$ cat config.mk
export PLATFORM = sky130hd
export DESIGN_NAME = card_irq_unit
export DESIGN_NICKNAME = d
export VERILOG_FILES = /design/src/rtl/card_irq_pkg.sv /design/src/rtl/card_irq_sync.sv /design/src/rtl/card_irq_detect.sv /design/src/rtl/card_irq_flags.sv /design/src/rtl/card_irq_req.sv /design/src/rtl/card_irq_unit.sv
export SDC_FILE = /design/constraint.sdc
export NUM_CORES = 1
export LEC_CHECK = 0
export ABC_AREA = 1
export BUFFER_PORTS_ARGS = -buffer_cell sky130_fd_sc_hd__buf_2
export CAP_MARGIN = 20
export CORE_UTILIZATION = 57
export DETAILED_ROUTE_END_ITERATION = 10
export PLACE_DENSITY = 0.79
export SLEW_MARGIN = 10
export SYNTH_ARGS = -nofsm -noshare
export SYNTH_HDL_FRONTEND = slang
export SYNTH_SLANG_ARGS = --single-unit
$ cat constraint.sdc
create_clock -name clk -period 1.9 [get_ports clk]
set_input_delay 0.285 -clock clk [delete_from_list [all_inputs] [get_ports clk]]
set_output_delay 0.285 -clock clk [all_outputs]
set_load 0.01 [all_outputs]
$ cat src/rtl/card_irq_pkg.sv
package card_irq_pkg;
  localparam int REG_ADDR_W = 2;

  localparam logic [REG_ADDR_W-1:0] REG_LIVE   = 2'd0;
  localparam logic [REG_ADDR_W-1:0] REG_CHANGE = 2'd1;
  localparam logic [REG_ADDR_W-1:0] REG_ENABLE = 2'd2;
  localparam logic [REG_ADDR_W-1:0] REG_CTRL   = 2'd3;

  typedef enum logic [1:0] {
    PWR_RUN      = 2'd0,
    PWR_PARTIAL  = 2'd1,
    PWR_FULL     = 2'd2,
    PWR_FULL_ALT = 2'd3
  } pwr_mode_e;

  function automatic logic pwr_is_off(input pwr_mode_e m);
    return (m == PWR_FULL) || (m == PWR_FULL_ALT);
  endfunction
endpackage

$ cat src/rtl/card_irq_sync.sv
module card_irq_sync #(
  parameter int WIDTH  = 5,
  parameter int STAGES = 2
) (
  input  logic             clk,
  input  logic             rst,
  input  logic             freeze_i,
  input  logic [WIDTH-1:0] async_i,
  output logic [WIDTH-1:0] sync_o
);
  logic [STAGES-1:0][WIDTH-1:0] stage_q;

  always_ff @(posedge clk) begin
    if (rst) begin
      stage_q <= '0;
    end else if (!freeze_i) begin
      stage_q[0] <= async_i;
      for (int i = 1; i < STAGES; i++) begin
        stage_q[i] <= stage_q[i-1];
      end
    end
  end

  assign sync_o = stage_q[STAGES-1];


  sync_frozen_chk: assert property (@(posedge clk) disable iff (rst)
    freeze_i |=> $stable(sync_o));
endmodule

$ cat src/rtl/card_irq_detect.sv
module card_irq_detect #(
  parameter int WIDTH  = 5,
  parameter int STAGES = 2
) (
  input  logic             clk,
  input  logic             rst,
  input  logic             freeze_i,
  input  logic [WIDTH-1:0] sync_i,
  output logic             ready_o,
  output logic [WIDTH-1:0] chg_o
);
  localparam int WARM  = STAGES + 1;
  localparam int CNT_W = $clog2(WARM + 1);

  logic [WIDTH-1:0] prev_q;
  logic [CNT_W-1:0] warm_q;

  assign ready_o = (warm_q == CNT_W'(WARM));

  always_ff @(posedge clk) begin
    if (rst) begin
      prev_q <= '0;
      warm_q <= '0;
    end else if (!freeze_i) begin
      prev_q <= sync_i;
      if (!ready_o) begin
        warm_q <= warm_q + 1'b1;
      end
    end
  end

  assign chg_o = (ready_o && !freeze_i) ? (sync_i ^ prev_q) : '0;
endmodule

$ cat src/rtl/card_irq_flags.sv
module card_irq_flags #(
  parameter int N = 4
) (
  input  logic         clk,
  input  logic         rst,
  input  logic [N-1:0] set_i,
  input  logic [N-1:0] clr_i,
  output logic [N-1:0] flags_o
);
  logic [N-1:0] flags_q;

  always_ff @(posedge clk) begin
    if (rst) flags_q <= '0;
    else     flags_q <= (flags_q & ~clr_i) | set_i;
  end

  assign flags_o = flags_q;


  flag_sticky_chk: assert property (@(posedge clk) disable iff (rst)
    1'b1 |=> ((flags_q & $past(flags_q & ~clr_i)) == $past(flags_q & ~clr_i)));


  set_wins_chk: assert property (@(posedge clk) disable iff (rst)
    1'b1 |=> ((flags_q & $past(set_i)) == $past(set_i)));
endmodule

$ cat src/rtl/card_irq_req.sv
module card_irq_req (
  input  logic clk,
  input  logic rst,
  input  logic pulse_mode_i,
  input  logic ready_i,
  input  logic req_sync_i,
  input  logic req_chg_i,
  input  logic clr_i,
  output logic pend_o,
  output logic active_o
);
  logic pend_q;
  logic fall;

  assign fall = req_chg_i && !req_sync_i;

  always_ff @(posedge clk) begin
    if (rst) pend_q <= 1'b0;
    else     pend_q <= (pend_q && !clr_i) || (pulse_mode_i && fall);
  end

  assign pend_o   = pend_q;
  assign active_o = ready_i && (pulse_mode_i ? pend_q : !req_sync_i);


  pulse_capture_chk: assert property (@(posedge clk) disable iff (rst)
    (pulse_mode_i && fall) |=> pend_q);


  level_no_pend_chk: assert property (@(posedge clk) disable iff (rst)
    (!pulse_mode_i && !pend_q) |=> !pend_q);
endmodule

$ cat src/rtl/card_irq_unit.sv
module card_irq_unit #(
  parameter int N_DET       = 2,
  parameter int N_BVD       = 2,
  parameter int SYNC_STAGES = 2
) (
  input  logic                   clk,
  input  logic                   rst,
  input  logic [N_DET-1:0]       card_det_n,
  input  logic [N_BVD-1:0]       batt_det,
  input  logic                   card_req_n,
  input  logic [1:0]             reg_addr,
  input  logic                   reg_wr,
  input  logic [N_DET+N_BVD:0]   reg_wdata,
  output logic [N_DET+N_BVD:0]   reg_rdata,
  output logic                   host_irq
);
  import card_irq_pkg::*;

  localparam int N_SRC = N_DET + N_BVD;
  localparam int REG_W = N_SRC + 1;

  logic [REG_W-1:0] pins;
  logic [REG_W-1:0] sync_v;
  logic [REG_W-1:0] chg_v;
  logic             ready;
  logic [N_SRC-1:0] flags;
  logic [N_SRC-1:0] clr_flags;
  logic             clr_pend;
  logic             pend;
  logic             req_active;
  logic [N_SRC-1:0] en_q;
  logic             pulse_q;
  pwr_mode_e        pwr_q;
  logic             off;
  logic             wr_change;

  assign pins = {card_req_n, batt_det, card_det_n};
  assign off  = pwr_is_off(pwr_q);

  card_irq_sync #(.WIDTH(REG_W), .STAGES(SYNC_STAGES)) u_sync (
    .clk(clk), .rst(rst), .freeze_i(off), .async_i(pins), .sync_o(sync_v)
  );

  card_irq_detect #(.WIDTH(REG_W), .STAGES(SYNC_STAGES)) u_detect (
    .clk(clk), .rst(rst), .freeze_i(off), .sync_i(sync_v),
    .ready_o(ready), .chg_o(chg_v)
  );

  assign wr_change = reg_wr && (reg_addr == REG_CHANGE);
  assign clr_flags = wr_change ? reg_wdata[N_SRC-1:0] : '0;
  assign clr_pend  = wr_change && reg_wdata[N_SRC];

  card_irq_flags #(.N(N_SRC)) u_flags (
    .clk(clk), .rst(rst), .set_i(chg_v[N_SRC-1:0]), .clr_i(clr_flags),
    .flags_o(flags)
  );

  card_irq_req u_req (
    .clk(clk), .rst(rst), .pulse_mode_i(pulse_q), .ready_i(ready),
    .req_sync_i(sync_v[N_SRC]), .req_chg_i(chg_v[N_SRC]), .clr_i(clr_pend),
    .pend_o(pend), .active_o(req_active)
  );

  always_ff @(posedge clk) begin
    if (rst) begin
      en_q    <= '0;
      pulse_q <= 1'b0;
      pwr_q   <= PWR_RUN;
    end else if (reg_wr) begin
      if (reg_addr == REG_ENABLE) en_q <= reg_wdata[N_SRC-1:0];
      if (reg_addr == REG_CTRL) begin
        pulse_q <= reg_wdata[0];
        pwr_q   <= pwr_mode_e'(reg_wdata[2:1]);
      end
    end
  end

  always_ff @(posedge clk) begin
    if (rst) begin
      reg_rdata <= '0;
    end else begin
      case (reg_addr)
        REG_LIVE:   reg_rdata <= sync_v;
        REG_CHANGE: reg_rdata <= {pend, flags};
        REG_ENABLE: reg_rdata <= {1'b0, en_q};
        default:    reg_rdata <= REG_W'({pwr_q, pulse_q});
      endcase
    end
  end

  always_ff @(posedge clk) begin
    if (rst) host_irq <= 1'b0;
    else     host_irq <= !off && ((|(flags & en_q)) || req_active);
  end


  full_off_quiet_chk: assert property (@(posedge clk) disable iff (rst)
    off |=> !host_irq);
endmodule

-- Word level (Yosys, flattened, before mapping)
Index checks and enable logic that the tools add are counted.
- bits in registers: 35
- output and inout port bits: 6
- add/subtract/negate cells: 1
- equal/unequal tests: 6
- multiplexer cells: 4
- bitwise gates (word level): 7
- reduce and logical (&&, ||, !) cells: 19
- operator list (kind ; number):
    one-hot mux 5 bit (3 select lines) ; 1
    equality test 2 bit, second input constant ; 5
    AND 4 bit ; 2
    logical AND 1 bit ; 8
    AND reduction 2 bit ; 3
    two-way mux 5 bit ; 1
    bitwise XOR 5 bit ; 1
    two-way mux 4 bit ; 1
    inverter 4 bit ; 1
    OR 4 bit ; 1
    OR reduction 4 bit ; 1
    logical NOT 1 bit ; 3
    logical OR 1 bit ; 3
    adder 2 x 1 -> 2 bit, second input constant ; 1
    equality test 2 x 1 -> 1 bit, second input constant ; 1
    logical NOT 2 bit ; 1
    inverter 1 bit ; 2
    two-way mux 1 bit ; 1

-- Depth between registers and ports, before layout
Gate-level depths: netlist of run 1.
- depth after elaboration: 8
- mapped depth: 7
- mapped depth without buffers: 6

-- Hierarchy
Synthesis of run 1 repeated with hierarchy kept, for this count alone.
- cell total of the unflattened synthesis: 246
- area, all modules: 1674.1 µm²
- by module, submodules not included (module ; instances ; cells each ; area each (µm²) ; sequential area each (µm²)):
    card_irq_unit ; 1 ; 102 ; 674.4 ; 260.2
    card_irq_sync ; 1 ; 68 ; 456.7 ; 200.2
    card_irq_detect ; 1 ; 46 ; 336.6 ; 140.1
    card_irq_flags ; 1 ; 20 ; 145.1 ; 80.1
    card_irq_req ; 1 ; 10 ; 61.3 ; 20.0

-- Worst setup path after synthesis of run 1
OpenSTA, ideal clock, no wires.
- path type: register to register
- start: register u_detect.warm_q[0]
- end: register u_flags.flags_q[0], in the netlist u_flags.flags_o[0]
- setup time: 70 ps
- data arrival time: 917 ps
- data required time: 1830 ps
- path slack: 913 ps
- stages on the path, launching flop included: 6
- path buffers: 0
- cell sequence: dfxtp_1 > ha_1 > inv_1 > nor2_1 > nand3_1 > a21oi_1
- word-level cells in the longest chain between the ends: 4
- RTL lines (element ; line ; RTL):
    start, declared ; card_irq_detect.sv:16 ; logic [CNT_W-1:0] warm_q;
    start signal, assigned ; card_irq_detect.sv:27 ; warm_q <= warm_q + 1'b1;
    equality test 2 bit ; card_irq_detect.sv:18 ; assign ready_o = (warm_q == CNT_W'(WARM));
    logical AND 1 bit ; card_irq_detect.sv:32 ; assign chg_o = (ready_o && !freeze_i) ? (sync_i ^ prev_q) : '0;
    two-way mux 5 bit ; card_irq_detect.sv:32 ;
    OR 4 bit ; card_irq_flags.sv:14 ; else flags_q <= (flags_q & ~clr_i) | set_i;
    end signal, assigned ; card_irq_flags.sv:14 ;
    end, declared ; card_irq_flags.sv:10 ; logic [N-1:0] flags_q;
Every way passes these cells.
A chain may end at the register's enable or synchronous reset.

-- Worst setup path after layout of run 1
- start: register u_detect.warm_q[0]
- end: register u_flags.flags_q[3], in the netlist u_flags.flags_o[3]
Same word-level chain as after synthesis.

==> flow_summary.json, run 1 <==
{
  "clockBufferDepth": 2,
  "run_status": "complete, no violations",
  "async_flop_share_pct": 0,
  "finalSetupTns_ns": 0,
  "fp-row-count": 18,
  "crit_chain": "ha_1 -> inv_1 -> nor2_1 -> nand3_1 -> a21oi_1",
  "synth_edf_count": 0,
  "fin_skew_ns": 0.005971,
  "drv_slew": 0,
  "cts_setup_buffers": 0,
  "htreeDepth": 2,
  "hold_class": "in -> reg",
  "ir_worst_vdd_v": 0.0008076,
  "worst_pin_slew_ns": 0.5367,
  "ys_ff_latch": 35,
  "drt_wl_total_um": 2865,
  "grt_pass1_vias": 1176,
  "cts_buffers": 5,
  "cp_slowest_cell": "dfxtp_1",
  "die_area_um2": 2798,
  "clock_latency_ns": 0.34,
  "grt_antenna_before_repair": 0,
  "fin_nets": 242,
  "rr_endpoint": "u_flags.flags_o[3]$_SDFF_PP0_",
  "crit_buf_inv": 1,
  "slew_headroom_pct": 64.18,
  "final_layout_size_suffix_gt1_share_pct": 15.86,
  "synth_compound_gate_area_share_pct": 16.27,
  "diodes": 0,
  "holdBufCountCts": 0,
  "synth_cell_types": 17,
  "rsz0062_at_grt": "no",
  "cp_max_fo": 5,
  "syn_nets": 222,
  "min_to": "u_sync.stage_q[1]$_SDFFE_PP0N_",
  "worstPathArrival_ns": 1.57,
  "crit_required_ns": 2.18,
  "reg2reg_slack_ns": 0.61,
  "critPathMaxStageDelay_ns": 0.36,
  "ctsResizeCount": 0,
  "maxCapViolations": 0,
  "drtPass1Iterations": 5,
  "ant_nets": 0,
  "critPathTopFamily": "simple AND/OR/NAND/NOR gates",
  "power_density_nw_per_um2": 919.2,
  "synthMuxAreaShare_pct": 0,
  "io_pins": 21,
  "core_um2": 2455,
  "grt_max_degree": 23,
  "fin_crit_sh_pct": 67.80,
  "portBuffers": 20,
  "synth-main-ff-cell": "dfxtp_1",
  "grtUsageTotal_pct": 24.24,
  "clk_root_buffer_cell": "clkbuf_4",
  "placedCellCount": 249,
  "initial_core_util_pct": 60.14,
  "ys_seq_area_share_pct": 47.46,
  "path_clk_slew_ns": 0.10,
  "drc": 0,
  "via_count": 1342,
  "max_clock_freq_mhz": 776.3,
  "cts_tree": "yes",
  "min_period_ns": 1.288,
  "hold_viol_final": 0,
  "synthCells": 206,
  "rr_startpoint": "u_detect.warm_q[0]$_SDFFE_PP0P_",
  "cp-start-kind": "flip-flop",
  "hold_start": "card_det_n[1]",
  "syn_area_per_cell_um2": 7.167,
  "critPathKind": "reg -> reg",
  "synth_top_family_by_area": "simple AND/OR/NAND/NOR gates",
  "wl_per_cell_um": 11.15,
  "p_leak_nw": 0.7730,
  "area.growth.synth_to_final_pct": 12.88,
  "vias_per_cell": 5.222,
  "gp_congestion": 0.8155,
  "crit_path_end_kind": "flip-flop",
  "fp.dieH_um": 52.90,
  "fp.dieW_um": 52.90,
  "layoutNonFillerInstCount": 257,
  "first_iter_violations": 46,
  "hold_path_depth": 3,
  "ys.warnings.count": 0,
  "grt_overflow": 0,
  "synthSimpleGateAreaFrac_pct": 26.02,
  "synth_adder_area_share_pct": 0.8475,
  "syn-cell-area_um2": 1476,
  "r2r_cells": 5,
  "setup_viol": 0,
  "grt_pass1_wl_um": 4892,
  "dp_hpwl_um": 2015,
  "cts.sinks": 35,
  "synth_xor_area_share_pct": 0
}
==> layout make-up <==
class	count	area [µm²]
fillers	209	788.3
flip-flops and latches	35	700.7
multi-input cells	137	636.9
repair buffers	21	107.6
inverters	26	97.59
clock buffers	6	51.30
well taps	30	37.54
clock inverters	2	35.03
==> routing by layer <==
layer,wire length [µm],GRT usage (%),vias to the layer above
met3,167,6.322,3
met2,1316,40.30,41
li1,-,-,703
met4,38,9.649,0
met1,1343,29.54,595
met5,0,0,-
==> worst max path at each step <==
stage | depth (start not counted) | slack, ns | from | end
floorplan | 5 | 0.91 | u_detect.warm_q[0]$_SDFFE_PP0P_ | u_flags.flags_o[0]$_SDFF_PP0_
global placement | 5 | 0.67 | u_detect.warm_q[0]$_SDFFE_PP0P_ | u_flags.flags_o[3]$_SDFF_PP0_
detailed placement | 4 | 0.60 | rst | u_detect.warm_q[1]$_SDFFE_PP0P_
CTS | 5 | 0.62 | u_detect.warm_q[1]$_SDFFE_PP0P_ | u_flags.flags_o[3]$_SDFF_PP0_
global route | 5 | 0.46 | u_detect.warm_q[1]$_SDFFE_PP0P_ | u_flags.flags_o[3]$_SDFF_PP0_
finish | 5 | 0.61 | u_detect.warm_q[0]$_SDFFE_PP0P_ | u_flags.flags_o[3]$_SDFF_PP0_
==> worst register-to-register path: stages, from the launching register on <==
cell and delay [ns]:
dfxtp_1 0.36, ha_1 0.19, inv_1 0.06, nor2_1 0.29
nand3_1 0.15, a21oi_1 0.18
==> registers in the layout, summed over array words and instances (netlist names) <==
name	cells
reg_rdata	5
pulse_q	1
u_sync.stage_q	5
u_flags.flags_o	4
host_irq	1
u_req.pend_o	1
en_q	4
u_detect.warm_q	2
pwr_q	2
u_detect.prev_q	5
u_sync.sync_o	5
==> through the flow <==
stage | worst slack (ns) | hold slack, ns | utilization [%] | power (mW) | area (µm²)
detailed placement | 0.6021 | 0.4631 | 64.37 | 0.9844 | 1580
CTS | 0.6189 | 0.1828 | 67.89 | 1.540 | 1667
floorplan | 0.9129 | 0.4199 | - | 0.9330 | 1476
global route | 0.4560 | 0.1959 | 67.89 | 1.607 | 1667
global placement | 0.6693 | 0.4395 | 64.37 | 0.9770 | 1580
finish | 0.6118 | 0.1849 | 67.89 | 1.532 | 1667
==> Yosys cell counts, types with 2 or more instances <==
library cell | number | area, µm²
nand3_1 | 14 | 70.07
buf_2 | 2 | 10.01
dfxtp_1 | 35 | 700.7
inv_2 | 3 | 11.26
clkbuf_1 | 4 | 15.01
nand2_1 | 45 | 168.9
nor2_2 | 3 | 18.77
nand4_1 | 5 | 31.28
a21oi_1 | 25 | 125.1
o21ai_0 | 22 | 110.1
inv_1 | 23 | 86.33
nor2_1 | 20 | 75.07
==> cell usage in the layout, fill, tap and decap left out <==
cell type / n
a21oi_1: 25
buf_2: 20
buf_4: 1
bufinv_16: 1
clkbuf_4: 5
clkbuf_8: 1
clkinv_2: 1
dfxtp_1: 35
ha_1: 1
inv_1: 23
inv_2: 3
nand2_1: 45
nand3_1: 14
nand4_1: 5
nor2_1: 20
nor2_2: 3
nor2_8: 1
o21ai_0: 22
o21ai_1: 1
==> report_power, final <==
part	switching, mW	internal [mW]	total (mW)
Clock	0.252	0.311	0.562
Sequential	0.0294	0.779	0.809
Combinational	0.102	0.0591	0.161
Total	0.383	1.15	1.53
==> kinds of logic (layout without fill, tap and decap cells) <==
family	Yosys count	in the layout
AND/OR/NAND/NOR	88	88
AO/OA/AOI/OAI	48	48
flip-flops	35	35
buffers and inverters	34	55
adder cells (fa/ha/maj)	1	1
No activity file was read; power rests on OpenSTA's default activity.
==> inputs of run 2 (changes only) <==
--- a/config.mk
+++ b/config.mk
@@ -8,9 +8,9 @@
 export ABC_AREA = 1
 export BUFFER_PORTS_ARGS = -buffer_cell sky130_fd_sc_hd__buf_2
 export CAP_MARGIN = 20
-export CORE_UTILIZATION = 57
+export CORE_UTILIZATION = 50
 export DETAILED_ROUTE_END_ITERATION = 10
-export PLACE_DENSITY = 0.79
+export PLACE_DENSITY = 0.74
 export SLEW_MARGIN = 10
 export SYNTH_ARGS = -nofsm -noshare
 export SYNTH_HDL_FRONTEND = slang
==> constraint.sdc (replaced) <==
create_clock -name clk -period 1.1 [get_ports clk]
set_input_delay 0.165 -clock clk [delete_from_list [all_inputs] [get_ports clk]]
set_output_delay 0.165 -clock clk [all_outputs]
set_load 0.01 [all_outputs]
==> run 2 against run 1 <==
Wire length grew 1.1%; critical path type unchanged; critical endpoint is now u_detect.warm_q[1]$_SDFFE_PP0P_; total power increased by 54%; design area is 2.0% higher; largest cell class unchanged; highest routed layer unchanged.
==> flow_summary.json, run 2 (synthesis results as in run 1) <==
{
  "final_common_cell": "nand2_1",
  "critPathTopFamily": "flip-flops",
  "gp_congestion": 0.8075,
  "power.internal_mw": 1.719,
  "top_layer": "met4",
  "fin_nets": 247,
  "max_clock_freq_mhz": 961.8,
  "slew_headroom_pct": 85.40,
  "fin_crit_sh_pct": 94.52,
  "fp.dieW_um": 56.34,
  "crit_required_ns": 1.32,
  "htreeDepth": 2,
  "fin_skew_ns": 0.008823,
  "p_switching_mw": 0.6397,
  "diodes": 0,
  "clock_latency_ns": 0.33,
  "worst_pin_slew_ns": 0.2190,
  "grt_pass1_wl_um": 4940,
  "ir_worst_vdd_v": 0.0009458,
  "path_clk_slew_ns": 0.10,
  "final_layout_size_suffix_gt1_share_pct": 18.97,
  "initial_core_util_pct": 53.08,
  "met1Wirelength_um": 1444,
  "swShare_pct": 27.12,
  "cts_tree": "yes",
  "cp_slowest_cell": "dfxtp_2",
  "ant_nets": 0,
  "cp_max_fo": 4,
  "io_pins": 21,
  "vias_per_cell": 5.027,
  "dp_hpwl_um": 2027,
  "routed-wl-met3_um": 117,
  "first_iter_violations": 64,
  "stdcell_area_um2": 1700,
  "drc": 0,
  "die_area_um2": 3174,
  "grt_max_degree": 23,
  "grt_overflow": 0,
  "via_count": 1322,
  "setup_viol": 0,
  "clockBufferDepth": 2,
  "run_status": "complete, no violations",
  "drtPass1Iterations": 4,
  "cts.sinks": 35,
  "wl_per_cell_um": 11.02,
  "p_seq_share_pct": 59.2,
  "clockPowerShare_pct": 27.8,
  "fin_ws_ns": 0.06031,
  "dp_slack_ns": -0.03731,
  "maxCapViolations": 0,
  "crit_chain": "ha_1 -> inv_1 -> nand2_1 -> o21ai_1 -> a21oi_1",
  "grtUsageTotal_pct": 20.11,
  "worst_hold_slack_ns": 0.07211,
  "grt_antenna_before_repair": 0,
  "worstPathArrival_ns": 1.26,
  "met2_length_um": 1293,
  "critPathKind": "reg -> reg",
  "pwr-share-comb_pct": 13.0,
  "drt_wl_total_um": 2897,
  "min_period_ns": 1.040,
  "p_leak_nw": 0.7836,
  "crit_buf_inv": 1,
  "fp-row-count": 19,
  "postPlaceCellArea_um2": 1632,
  "hold_class": "in -> reg",
  "cts_buffers": 5,
  "hold_viol_final": 0,
  "final_cell_mix": "45 x nand2_1, 33 x dfxtp_1, 24 x a21oi_1",
  "power_density_nw_per_um2": 1387,
  "critPathMaxStageDelay_ns": 0.33,
  "portBuffers": 20,
  "drv_slew": 0,
  "cp-start-kind": "flip-flop",
  "fp.dieH_um": 56.34,
  "clk_root_buffer_cell": "clkbuf_4",
  "area.growth.synth_to_final_pct": 15.17,
  "grt_pass1_vias": 1119,
  "core_um2": 2781,
  "crit_path_end_kind": "flip-flop"
}
run 2: changes by cell type in the layout (fill, tap and decap cells not counted), sizes merged:
cell    previous run  this run
clkbuf             6         7
bufinv             1         0
buf               21        26
run 2: final timing paths:
check                                                     start  cells after the start                         endpoint  slack (ns)
worst max-delay path            u_detect.warm_q[0]$_SDFFE_PP0P_                      5  u_detect.warm_q[1]$_SDFFE_PP0P_        0.06
worst min-delay path                              card_det_n[1]                      3   u_sync.stage_q[1]$_SDFFE_PP0N_        0.07
worst max register to register  u_detect.warm_q[0]$_SDFFE_PP0P_                      5  u_detect.warm_q[1]$_SDFFE_PP0P_        0.06
worst min register to register  u_detect.warm_q[1]$_SDFFE_PP0P_                      2  u_detect.warm_q[1]$_SDFFE_PP0P_        0.46
run 2: tightest hold or removal path, stage by stage:
cell     delay (ns)
buf_2          0.07
o21ai_0        0.07
nor2_1         0.07
run 2: through the flow:
stage / power, mW / setup TNS (ns) / utilization (%) / cells
2_1_floorplan: 1.612 / 0 / - / 206
3_3_place_gp: 1.712 / 0 / 58.66 / 255
3_5_place_dp: 1.718 / -0.1579 / 58.66 / 255
4_1_cts: 2.372 / 0 / 60.73 / 263
5_1_grt: 2.484 / -0.004566 / 61.13 / 263
6_report: 2.359 / 0 / 61.13 / 263
run 2: layer usage:
layer	up-vias	track usage [%]
li1	710	-
met1	582	27.29
met2	25	30.61
met3	5	4.839
met4	0	8.362
met5	-	0
run 2: layout make-up:
type	instances	area, µm²
repair buffers	26	157.7
flip-flops and latches	35	703.2
clock buffers	7	45.04
multi-input cells	137	653.1
fillers	278	1081
inverters	26	97.59
clock inverters	1	5.005
well taps	31	38.79
run 2: power groups by stage:
stage	combinational (mW)	clock (mW)	sequential [mW]
after CTS	0.301	0.677	1.39
after detailed placement	0.296	0	1.42
after global routing	0.352	0.726	1.41
after global placement	0.292	0	1.42
after floorplan	0.198	0	1.41
final	0.307	0.656	1.40
run 2: repair_timing:
| item | 4_1_cts | 5_1_grt |
|---|---|---|
| resized for setup | 2 | 6 |
| setup endpoints to repair | 5 | 15 |
| setup buffers | 0 | 0 |
| pin swaps | 0 | 1 |
| hold buffers | 0 | 0 |
